$ cat config.mk
export PLATFORM = sky130hd
export DESIGN_NAME = bb_alias_bridge
export DESIGN_NICKNAME = d
export VERILOG_FILES = /design/src/rtl/bb_pkg.sv /design/src/rtl/bb_decode.sv /design/src/rtl/bb_bit_lane.sv /design/src/rtl/bb_ctrl.sv /design/src/rtl/bb_alias_bridge.sv
export SDC_FILE = /design/constraint.sdc
export NUM_CORES = 1
export LEC_CHECK = 0
export BUFFER_PORTS_ARGS = -buffer_cell sky130_fd_sc_hd__clkbuf_2
export CAP_MARGIN = 15
export CORE_UTILIZATION = 51
export CTS_BUF_LIST = sky130_fd_sc_hd__clkbuf_8
export DETAILED_ROUTE_END_ITERATION = 7
export HOLD_SLACK_MARGIN = 0.06
export PLACE_DENSITY = 0.92
export SYNTH_ARGS = -nofsm -noshare
export SYNTH_HDL_FRONTEND = slang
export SYNTH_HIERARCHICAL = 1
export SYNTH_SLANG_ARGS = --single-unit
$ cat constraint.sdc
create_clock -name clk -period 2.02 [get_ports clk]
set_input_delay 0.101 -clock clk [delete_from_list [all_inputs] [get_ports clk]]
set_output_delay 0.101 -clock clk [all_outputs]
set_load 0.02 [all_outputs]
$ cat src/rtl/bb_pkg.sv
package bb_pkg;

  typedef enum logic [2:0] {
    OP_NONE,
    OP_BAND_RD,
    OP_BAND_WR,
    OP_BIT_RD,
    OP_BIT_WR,
    OP_BAD
  } bb_op_e;

  typedef enum logic [1:0] {
    ST_IDLE,
    ST_ISSUE,
    ST_DATA,
    ST_ERR
  } bb_state_e;

  // byte offset of an address from a window base (wraps below base)
  function automatic logic [31:0] win_offset(input logic [31:0] addr,
                                             input logic [31:0] base);
    return addr - base;
  endfunction

  // alias byte offset -> bit position inside the backing word
  function automatic logic [4:0] alias_bitpos(input logic [31:0] off);
    return off[6:2];
  endfunction

endpackage

$ cat src/rtl/bb_decode.sv
module bb_decode
  import bb_pkg::*;
#(
  parameter logic [31:0] BAND_BASE  = 32'h2000_0000,
  parameter logic [31:0] ALIAS_BASE = 32'h2200_0000,
  parameter int          WORD_AW    = 8
) (
  input  logic [31:0]        addr,
  input  logic               write,
  output bb_op_e             op,
  output logic [WORD_AW-1:0] word_idx,
  output logic [4:0]         bit_pos
);

  localparam logic [31:0] BAND_BYTES  = 32'(4)   << WORD_AW;
  localparam logic [31:0] ALIAS_BYTES = 32'(128) << WORD_AW;

  logic [31:0] band_off;
  logic [31:0] alias_off;
  logic        in_band;
  logic        in_alias;

  assign band_off  = win_offset(addr, BAND_BASE);
  assign alias_off = win_offset(addr, ALIAS_BASE);
  assign in_band   = band_off  < BAND_BYTES;
  assign in_alias  = alias_off < ALIAS_BYTES;

  always_comb begin
    if (in_band)       op = write ? OP_BAND_WR : OP_BAND_RD;
    else if (in_alias) op = write ? OP_BIT_WR  : OP_BIT_RD;
    else               op = OP_BAD;
  end

  assign word_idx = in_band ? band_off[WORD_AW+1:2] : alias_off[WORD_AW+6:7];
  assign bit_pos  = alias_bitpos(alias_off);

endmodule

$ cat src/rtl/bb_bit_lane.sv
module bb_bit_lane #(
  parameter int DW = 32,
  parameter int PW = $clog2(DW)
) (
  input  logic [DW-1:0] word_in,
  input  logic [PW-1:0] pos,
  input  logic          new_val,
  output logic [DW-1:0] merged,
  output logic [DW-1:0] picked
);

  logic [DW-1:0] sel;

  for (genvar i = 0; i < DW; i++) begin : g_lane
    assign sel[i]    = (pos == PW'(i));
    assign merged[i] = sel[i] ? new_val : word_in[i];
  end

  assign picked = {{(DW-1){1'b0}}, |(sel & word_in)};

endmodule

$ cat src/rtl/bb_ctrl.sv
module bb_ctrl
  import bb_pkg::*;
#(
  parameter int WORD_AW = 8
) (
  input  logic               clk,
  input  logic               rst_n,
  input  logic               req_valid,
  input  bb_op_e             op_in,
  input  logic [WORD_AW-1:0] widx_in,
  input  logic [4:0]         bpos_in,
  input  logic [31:0]        wdata_in,
  output logic               req_ready,
  output logic               mem_en,
  output logic               mem_we,
  output logic [WORD_AW-1:0] mem_addr,
  output logic [31:0]        mem_wdata,
  input  logic [31:0]        mem_rdata,
  output logic               rsp_valid,
  output logic               rsp_err,
  output logic [31:0]        rsp_rdata,
  output logic               acc_fire,
  output logic               acc_bad,
  output logic               rmw_rd,
  output logic               rmw_wr,
  output logic               bit_rd_done
);

  bb_state_e          state_q, state_d;
  bb_op_e             op_q;
  logic [WORD_AW-1:0] widx_q;
  logic [4:0]         bpos_q;
  logic [31:0]        wdata_q;
  logic [31:0]        merged;
  logic [31:0]        picked;

  bb_bit_lane #(.DW(32)) u_lane (
    .word_in (mem_rdata),
    .pos     (bpos_q),
    .new_val (wdata_q[0]),
    .merged  (merged),
    .picked  (picked)
  );

  assign acc_fire = req_valid && (state_q == ST_IDLE);
  assign acc_bad  = acc_fire && (op_in == OP_BAD);

  always_comb begin
    state_d     = state_q;
    req_ready   = 1'b0;
    mem_en      = 1'b0;
    mem_we      = 1'b0;
    mem_addr    = widx_q;
    mem_wdata   = wdata_q;
    rsp_valid   = 1'b0;
    rsp_err     = 1'b0;
    rsp_rdata   = '0;
    rmw_rd      = 1'b0;
    rmw_wr      = 1'b0;
    bit_rd_done = 1'b0;
    unique case (state_q)
      ST_IDLE: begin
        req_ready = 1'b1;
        if (acc_fire) state_d = (op_in == OP_BAD) ? ST_ERR : ST_ISSUE;
      end
      ST_ISSUE: begin
        mem_en = 1'b1;
        if (op_q == OP_BAND_WR) begin
          mem_we    = 1'b1;
          rsp_valid = 1'b1;
          state_d   = ST_IDLE;
        end else begin
          rmw_rd  = (op_q == OP_BIT_WR);
          state_d = ST_DATA;
        end
      end
      ST_DATA: begin
        rsp_valid = 1'b1;
        state_d   = ST_IDLE;
        if (op_q == OP_BAND_RD) rsp_rdata = mem_rdata;
        if (op_q == OP_BIT_RD) begin
          rsp_rdata   = picked;
          bit_rd_done = 1'b1;
        end
        if (op_q == OP_BIT_WR) begin
          mem_en    = 1'b1;
          mem_we    = 1'b1;
          mem_wdata = merged;
          rmw_wr    = 1'b1;
        end
      end
      ST_ERR: begin
        rsp_valid = 1'b1;
        rsp_err   = 1'b1;
        state_d   = ST_IDLE;
      end
      default: state_d = ST_IDLE;
    endcase
  end

  always_ff @(posedge clk) begin
    if (!rst_n) begin
      state_q <= ST_IDLE;
      op_q    <= OP_NONE;
      widx_q  <= '0;
      bpos_q  <= '0;
      wdata_q <= '0;
    end else begin
      state_q <= state_d;
      if (acc_fire) begin
        op_q    <= op_in;
        widx_q  <= widx_in;
        bpos_q  <= bpos_in;
        wdata_q <= wdata_in;
      end
    end
  end

endmodule

$ cat src/rtl/bb_alias_bridge.sv
module bb_alias_bridge
  import bb_pkg::*;
#(
  parameter logic [31:0] BAND_BASE  = 32'h2000_0000,
  parameter logic [31:0] ALIAS_BASE = 32'h2200_0000,
  parameter int          WORD_AW    = 8
) (
  input  logic               clk,
  input  logic               rst_n,
  input  logic               req_valid,
  output logic               req_ready,
  input  logic               req_write,
  input  logic [31:0]        req_addr,
  input  logic [31:0]        req_wdata,
  output logic               rsp_valid,
  output logic               rsp_err,
  output logic [31:0]        rsp_rdata,
  output logic               mem_en,
  output logic               mem_we,
  output logic [WORD_AW-1:0] mem_addr,
  output logic [31:0]        mem_wdata,
  input  logic [31:0]        mem_rdata
);

  bb_op_e             dec_op;
  logic [WORD_AW-1:0] dec_widx;
  logic [4:0]         dec_bpos;
  logic               acc_fire;
  logic               acc_bad;
  logic               rmw_rd;
  logic               rmw_wr;
  logic               bit_rd_done;

  bb_decode #(
    .BAND_BASE  (BAND_BASE),
    .ALIAS_BASE (ALIAS_BASE),
    .WORD_AW    (WORD_AW)
  ) u_dec (
    .addr     (req_addr),
    .write    (req_write),
    .op       (dec_op),
    .word_idx (dec_widx),
    .bit_pos  (dec_bpos)
  );

  bb_ctrl #(.WORD_AW(WORD_AW)) u_ctrl (
    .clk         (clk),
    .rst_n       (rst_n),
    .req_valid   (req_valid),
    .op_in       (dec_op),
    .widx_in     (dec_widx),
    .bpos_in     (dec_bpos),
    .wdata_in    (req_wdata),
    .req_ready   (req_ready),
    .mem_en      (mem_en),
    .mem_we      (mem_we),
    .mem_addr    (mem_addr),
    .mem_wdata   (mem_wdata),
    .mem_rdata   (mem_rdata),
    .rsp_valid   (rsp_valid),
    .rsp_err     (rsp_err),
    .rsp_rdata   (rsp_rdata),
    .acc_fire    (acc_fire),
    .acc_bad     (acc_bad),
    .rmw_rd      (rmw_rd),
    .rmw_wr      (rmw_wr),
    .bit_rd_done (bit_rd_done)
  );

endmodule

==> summary.md <==
| Metric | Value |
|---|---|
| Run status | finished with violations |
| Failing checks | negative setup slack |
| Worst slew margin | 44.6% |
| CP Data Arrival Time | 2.16 ns |
| Post-route ant nets | 0 |
| Drt drc | 0 |
| CTS tree | built |
| Worst Hold Depth | 3 |
| Reg2Reg Depth | 9 |
| Crit path kind | reg2out |
| Grt total ovfl | 0 |
| Grt peak-use layer | met2 |
| Clk slew on worst S/H paths | 0.10 ns |
| Initial Util | 52.8% |
| Post-route insts no fill | 837 |
| Core outline area | 8260 um^2 |
| Root buffer cell | clkbuf_8 |
| Final Hold Viols | 0 |
| RSZ-0062 raised after global routing | yes |
| GPL Wtd Cong | 0.950 |
| GR Util met1 | 38.8% |
| Met3 global-route usage | 5.64% |
| DR WL/cell | 20.5 um |
| Via count of the first global-routing pass | 4,674 |
| Place WS | 0.105 ns |
| Fin nets | 838 |
| Clk buf depth | 2 |
| Io pins | 177 |
| Worst setup SP type | flop |
| Largest net degree at the start of global routing | 51 |
| Cell Area, Synth | 4360 um^2 |
| Final worst slack | -0.242 ns |
| Yosys Warn Count | 6 |
| Detailed placement HPWL | 9550 um |
| H-tree levels | 2 |
| Met2 GRT Util | 64.2% |
| Fin util | 78.5% |
| Max frequency | 442 MHz |
| Port Buffers | 174 |
| Clk_lat worst skew | 0.32 ns |
| Layout cells sized above 1 | 47.1% |
| All-Layer GR Usage | 34.8% |
| Required time of the critical path | 1.92 ns |
| Worst Tran Pin Value | 0.832 ns |
| Synth Instances | 515 |
| Clock skew | 0.0140 ns |
| Max-Cap Viols | 0 |
| Period utilization | 112% |
| # setup viols final | 29 |
| Tmin final | 2.26 ns |
| Global-route wire length before repair | 23,800 um |
| Power per cell area | 494 nW/um^2 |
| Initial antenna violation count | 0 |
| Overall die area | 8930 um^2 |
| 1st-pass router iterations | 5 |
| # rows | 33 |
| Final wirelength | 17,200 um |
| Synth Area per Inst | 8.47 um^2 |
| ANT cells | 0 |
| Lkg Pwr | 0.00293 uW |
| Hold crit path type | in2reg |
| Initial DRC Count | 390 |
| Final Max Slew Viols | 0 |
| Vias/cell | 5.84 |
| WHS | 0.107 ns |
| Die width | 94.5 um |
| CTS Buf Count | 5 |
| Die height | 94.5 um |
| Max FO, Critical Path | 7 |
| Worst Setup End Kind | primary output |
| Via Count | 4,890 |
| Peak supply drop | 551 uV |
| Dpl cells | 767 |
| Clk sinks | 50 |
| Area growth syn-to-layout | 48.5% |
-- per-layer routing --
metal / share of wire, % / routed length (um) / vias up
li1: - / - / 2170
met1: 37 / 6290 / 2279
met2: 49 / 8420 / 346
met3: 8.1 / 1380 / 95
met4: 6.2 / 1070 / 0
met5: 0 / 0 / -
-- worst paths after layout --
path                 startpoint                  to  slack, ns
max            u_ctrl/bpos_q[0]        rsp_rdata[0]      -0.24
min                 req_addr[3]    u_ctrl/bpos_q[1]       0.11
max reg2reg   u_ctrl/state_q[0]  u_ctrl/wdata_q[26]       0.16
min reg2reg  u_ctrl/mem_addr[5]  u_ctrl/mem_addr[5]       0.47
-- critical path, stage by stage (launching register included) --
cell      delay (ns)
dfxtp_4         0.39
buf_12          0.13
mux2_2          0.34
a221oi_1        0.37
a31o_1          0.15
nand4_1         0.09
a22o_1          0.22
clkbuf_8        0.15
-- metrics by stage --
step / setup TNS, ns / instance area [um^2] / total power (uW)
5_1_grt: -3.95 / 6480 / 3290
3_5_place_dp: 0 / 5210 / 2110
3_3_place_gp: 0 / 5210 / 2070
6_report: -3.14 / 6480 / 3200
2_1_floorplan: 0 / 4480 / 1810
4_1_cts: -1.32 / 6300 / 3020
-- timing repair --
action | in CTS | in global routing
setup buffers | 17 | 5
pin swaps | 7 | 15
hold buffers | 37 | 0
hold endpoints to repair | 37 | 0
endpoints found under the setup margin | 64 | 64
resized for setup | 77 | 80
gates cloned | 5 | 0
-- cell type report --
cell class / count / area (um^2)
multi-input cells: 412 / 3160
repair buffers: 254 / 2020
fillers: 492 / 1780
flip-flops and latches: 50 / 1030
well taps: 105 / 131
clock buffers: 5 / 68.8
clock inverters: 3 / 41.3
inverters: 8 / 32.5
-- state kept, by name, summed over array words and instances, names as in the netlist --
register and count:
u_ctrl/bpos_q 5, u_ctrl/state_q 2, u_ctrl/mem_addr 8, u_ctrl/op_q 3, u_ctrl/wdata_q 32
-- power by group --
part | switching (uW) | total [uW] | internal (uW)
clock network | 364 | 729 | 366
registers | 78.8 | 1140 | 1060
logic | 683 | 1330 | 648
-- cells in the final DEF, fill, tap and decap left out, types with 3 or more instances in the layout --
master           n
mux2_4          44
buf_8            6
buf_12          11
buf_16           3
nand3_1          8
nand2_1        120
mux2_2          25
nor2_1           4
dfxtp_1         42
a31oi_1          3
mux2i_1          7
a21oi_1          3
inv_1            6
clkbuf_2       146
buf_6           19
nor3b_4          4
nor3b_1          3
a21o_2           5
o21ai_1          4
conb_1          31
buf_4           20
clkbuf_8        13
nand3b_1         5
nor2_2           7
dlygate4sd3_1   37
buf_2            3
a22o_1          33
dfxtp_4          6
a21boi_1        48
nor3_1           3
nor2_4           5
nand2_2          4
ha_1             6
o21ai_0          5
No activity file was read; power rests on OpenSTA's default activity.
